`config.mk`:
```
export PLATFORM = sky130hd
export DESIGN_NAME = line_seq
export DESIGN_NICKNAME = d
export VERILOG_FILES = /design/src/rtl/line_seq.sv
export SDC_FILE = /design/constraint.sdc
export NUM_CORES = 1
export LEC_CHECK = 0
export ABC_AREA = 1
export BUFFER_PORTS_ARGS = -buffer_cell sky130_fd_sc_hd__buf_2
export CAP_MARGIN = 10
export CORE_MARGIN = 2
export CORE_UTILIZATION = 40
export DETAILED_ROUTE_END_ITERATION = 6
export PLACE_DENSITY = 0.65
export SLEW_MARGIN = 5
export SYNTH_ARGS = -nofsm -noshare
export SYNTH_HDL_FRONTEND = slang
export SYNTH_SLANG_ARGS = --single-unit
```
`constraint.sdc`:
```
create_clock -name clk -period 2.95 [get_ports clk]
set_clock_uncertainty 0.15 [all_clocks]
set_input_delay 0.7375 -clock clk [delete_from_list [all_inputs] [get_ports clk]]
set_output_delay 0.7375 -clock clk [all_outputs]
set_load 0.01 [all_outputs]
```
`src/rtl/line_seq.sv`:
```
module line_seq #(
  parameter int PIXELS   = 2048,
  parameter int BLACK    = 12,
  parameter int INIT_CYC = 16,
  parameter int DLY_STEP = 3,
  localparam int CW      = $clog2(PIXELS),
  localparam int MAXD    = 3 * DLY_STEP
) (
  input  logic          clk,
  input  logic          rst_n,
  input  logic          strt,
  input  logic          cmp_bit,
  input  logic          thr_mode,
  input  logic [1:0]    dly_code,
  output logic          dval,
  output logic          dout_n,
  output logic [CW-1:0] pix_idx,
  output logic          expo
);
  typedef enum logic [1:0] {IDLE, PREP, READ, TAIL} st_t;

  st_t          st;
  logic [CW-1:0] cnt;
  logic [3:0]    tcnt;
  logic          strt_d;
  logic          mode_q;
  logic [1:0]    code_q;
  logic [MAXD-1:0] sv, sb;
  int unsigned   dly;

  wire start_ok = strt && !strt_d && st == IDLE;

  always_comb dly = (code_q == 2'd3) ? DLY_STEP : DLY_STEP * (int'(code_q) + 1);

  always_ff @(posedge clk or negedge rst_n) begin
    if (!rst_n) begin
      st     <= IDLE;
      cnt    <= '0;
      tcnt   <= '0;
      strt_d <= 1'b0;
      mode_q <= 1'b0;
      code_q <= 2'd0;
      expo   <= 1'b1;
    end else begin
      strt_d <= strt;
      case (st)
        IDLE: if (start_ok) begin
          st     <= PREP;
          cnt    <= '0;
          mode_q <= thr_mode;
          code_q <= dly_code;
          expo   <= 1'b0;
        end
        PREP: if (cnt == CW'(INIT_CYC - 1)) begin
          st  <= READ;
          cnt <= '0;
        end else cnt <= cnt + 1'b1;
        READ: if (cnt == CW'(PIXELS - 1)) begin
          cnt  <= '0;
          expo <= 1'b1;
          if (mode_q) begin
            st   <= TAIL;
            tcnt <= 4'd1;
          end else st <= IDLE;
        end else cnt <= cnt + 1'b1;
        TAIL: if (32'(tcnt) == dly) st <= IDLE;
              else tcnt <= tcnt + 1'b1;
        default: st <= IDLE;
      endcase
    end
  end

  always_ff @(posedge clk or negedge rst_n) begin
    if (!rst_n) begin
      sv <= '0;
      sb <= '1;
    end else begin
      sv <= {sv[MAXD-2:0], dval};
      sb <= {sb[MAXD-2:0], ~cmp_bit};
    end
  end

  assign dval    = (st == READ);
  assign pix_idx = dval ? cnt : '0;
  assign dout_n  = mode_q ? (sv[dly-1] ? sb[dly-1] : 1'b1)
                          : (dval ? ~cmp_bit : 1'b1);
endmodule


```
==> metrics.md <==
| Metric | Value |
|---|---|
| Net count after synthesis | `266` |
| Reported net switching power | `0.815 mW` |
| Via count of the first global-routing pass | `approximately 1600` |
| Required time worst endpoint | `around 2 ns` |
| Worst setup slack after layout | `0.217 ns` |
| Setup TNS | `0 ns` |
| Synthesis-to-layout area growth | `13.9%` |
| Chain of cells forming the critical path | `inv_1 -> ha_2 -> inv_1 -> nand3b_1 -> nand3_1 -> nand3_1 -> nand2_1 -> nand2_1 -> nand3_1 -> nand2_1 -> buf_2` |
| Gr usage total | `between 10% and 20%` |
| DRC marker count from the first detailed-route iteration | `80` |
| Starting Density | `41.6%` |
| Number of placed instances with taps included | `roughly 340` |
| Clock network fraction of total power | `22.8%` |
| Cell chosen for the clock root | `sky130_fd_sc_hd__clkbuf_8` |
| Power density of the placed cells | `slightly above 800 mW/mm^2` |
| Slew HR | `43.4%` |
| Slack of the worst reg-to-reg path | `between 0.7 and 0.8 ns` |
| Sinks on the clock net | `40` |
| Quantity of gates resized following cts | `0` |
| GR Overflow Total | `0` |
| Run status | `finished clean` |
| Slew at the pin closest to its max-slew limit | `0.849 ns` |
| Setup Crit Path Kind | `reg -> out` |
| Number of hold violations in the final report | `0` |
| Via-to-Cell Ratio | `4.76` |
| Gp weighted congestion | `0.850` |
| Clock Path Buffers | `2` |
| Final cell count without fillers | `345` |
| R2R Path End | `cnt[6]` |
| Routed length per instance | `12.1 um` |
| Detailed Place HPWL | `3.00 mm` |
| End of the worst hold path | `sb[6]` |
| Total CTS buffers | `5` |
| CP max stage delay | `0.41 ns` |
| Layout Nets | `291` |
| Placeable core area | `0.00514 mm^2` |
| Share of synthesized area occupied by flip-flops and latches | `47.5%` |
| # diodes | `0` |
| Most common cell after layout, fill and taps aside | `sky130_fd_sc_hd__nand2_1` |
| Min-Delay Path Class | `reg -> reg` |
| Final Setup Violations | `0` |
| Horiz. Die Dim | `approximately 77 um` |
| Number of max-slew violations in the final report | `0` |
| Layout Utilization | `47.3%` |
| Delay-heaviest family, CP | `simple AND/OR/NAND/NOR gates` |
| Type of destination of the critical path | `output pin` |
| Wire length of the first global-routing pass | `7.30 mm` |
| Clock transition at the registers of the reported paths | `roughly 0.08 ns` |
| Startpoint of the most critical hold path | `sb[5]` |
| Category of the worst setup path launch point | `flip-flop` |
| Min cycle time layout | `2.73 ns` |
| H-Tree Depth | `2` |
| Data arrival time of the critical path | `about 1.9 ns` |
| Count of different cell masters after synthesis | `33` |
| Die Footprint | `a little under 0.006 mm^2` |
| DRC violations left | `0` |
| Post-Layout Inst Area | `0.00243 mm^2` |
| Post-CTS Setup Inserts | `0` |
| Power share of the combinational group | `39.5%` |
| Final critical-path share of the clock period | `92.6%` |
| Mean instance size in the synthesized netlist | `~8.6 um^2` |
| Count of input and output buffers | `20` |
| Reg-to-Reg Start | `st[0]` |
| Max Fanout on Critical Path | `7` |
| Yosys reg bits | `40` |
| First-pass iteration count of the detailed router | `4` |
| Cell type of the slowest stage on the worst timing path | `sky130_fd_sc_hd__dfrtp_1` |
| Dominant cells by area after synthesis | `sky130_fd_sc_hd__dfrtp_1, sky130_fd_sc_hd__dfstp_2, sky130_fd_sc_hd__nand2_1, sky130_fd_sc_hd__inv_1, sky130_fd_sc_hd__ha_1` |
| Fraction of power spent switching nets | `between 40 and 50%` |
| Site row count | `26` |
| Synthesized netlist cell count | `about 250` |
| Setup repair after global routing missed its margin | `false` |
| Placed inst area | `~0.0023 mm^2` |
| Length in cells of the worst reg-to-reg path | `7` |
| Area of the mapped netlist | `approximately 0.0021 mm^2` |
| Overall power of the completed layout | `2.01 mW` |
| Area fraction of the dominant cell type after synthesis | `35.1%` |
| Post-synth top area cell | `sky130_fd_sc_hd__dfrtp_1` |
| Number of vias after detailed routing | `1643` |
| Buf+Inv Stages, Crit Path | `3` |
| I/O pins | `21` |
| Number of hold buffers added after cts | `0` |
| Highest achievable clock rate | `366 MHz` |
| Flop pwr share | `37.7%` |
| Leading cell types in the layout, fill and taps excluded | `sky130_fd_sc_hd__nand2_1, sky130_fd_sc_hd__inv_1, sky130_fd_sc_hd__dfrtp_1, sky130_fd_sc_hd__nand3_1, sky130_fd_sc_hd__buf_2` |
| Worst hold path cell count | `0` |
| Maximum number of pins on one net before global-route repair | `41` |
| Residual antenna-violating net count after detailed routing | `0` |
| Initial antenna violation count | `0` |
| Total Wirelength | `4.16 mm` |
| Clock latency on the worst-skew pair | `0.30 ns` |
| Max-capacitance violation count | `0` |
| Fraction of layout cells with a size suffix above 1 | `a little over a fifth` |
| Leakage power | `1.28 nW` |
| Clock tree from TritonCTS | `done` |
| Setup WS pre-CTS | `0.458 ns` |
| Worst voltage drop across the vdd grid | `approximately 0.40 mV` |
| Die Y | `roughly 77 um` |
| Hold Worst Slack | `0.215 ns` |
| Number of synthesis warnings | `0` |
| Internal Pwr Total | `1.19 mW` |
[kinds of logic (layout without fill, tap and decap cells)]
kind of cell             after synthesis  in the layout  synth area share, %
buffers and inverters                 48             74                 8.67
XOR/XNOR                               8              8                 3.28
flip-flops                            40             40                 47.5
adder cells (fa/ha/maj)               10             10                 5.86
AND/OR/NAND/NOR                      116            116                 26.4
multiplexers                           1              1                0.527
AO/OA/AOI/OAI                         26             26                 7.79
[flip-flops by register name (all words and copies together) (netlist names)]
name	flops
cnt	11
code_q	2
expo	1
mode_q	1
sb	9
st	2
strt_d	1
sv	9
tcnt	4
[power by group through the flow]
stage                     Sequential (mW)  Clock, mW  Combinational, mW
after global placement              0.763          0              0.775
final                               0.758      0.458              0.793
after CTS                           0.758      0.472              0.796
after global routing                0.775      0.498              0.899
after floorplan                     0.736          0              0.633
after detailed placement            0.767          0              0.792
[synthesized netlist by cell type, drive strengths merged]
master  instances
nand2          59
o31ai           1
a21oi          13
or2             2
xor2            7
o21bai          1
nand4           6
ha             10
nor3            1
nand3          26
buf             2
nor2           20
o22ai           1
nand3b          2
dfrtp          30
dfstp          10
inv            45
o21ai          10
xnor2           1
mux2            1
clkbuf          1
[per-layer routing]
metal  wire length, um  part of all wire (%)  GRT usage (%)  up-vias
met5                 0                     0              0        -
met4                82                   2.0           5.36        0
met3               160                   3.8           3.65       16
met2              1880                    45           24.3       36
met1              2040                    49           20.9      757
li1                  -                     -              -      834
[layout make-up]
class	instances	area, um^2
multi-input cells	161	940
clock inverters	3	46.3
clock buffers	5	68.8
well taps	70	87.6
fillers	520	2710
flip-flops and latches	40	1010
repair buffers	21	108
inverters	45	169
[worst max-delay path by stage]
stage               startpoint    endpoint  cells after the start
global route         code_q[1]      dout_n                     11
detailed placement   code_q[1]      dout_n                     11
global placement     code_q[1]      dout_n                     11
CTS                  code_q[1]      dout_n                     11
floorplan                st[0]  pix_idx[4]                      5
finish               code_q[1]      dout_n                     11
Power figures use the tool's default switching activity.
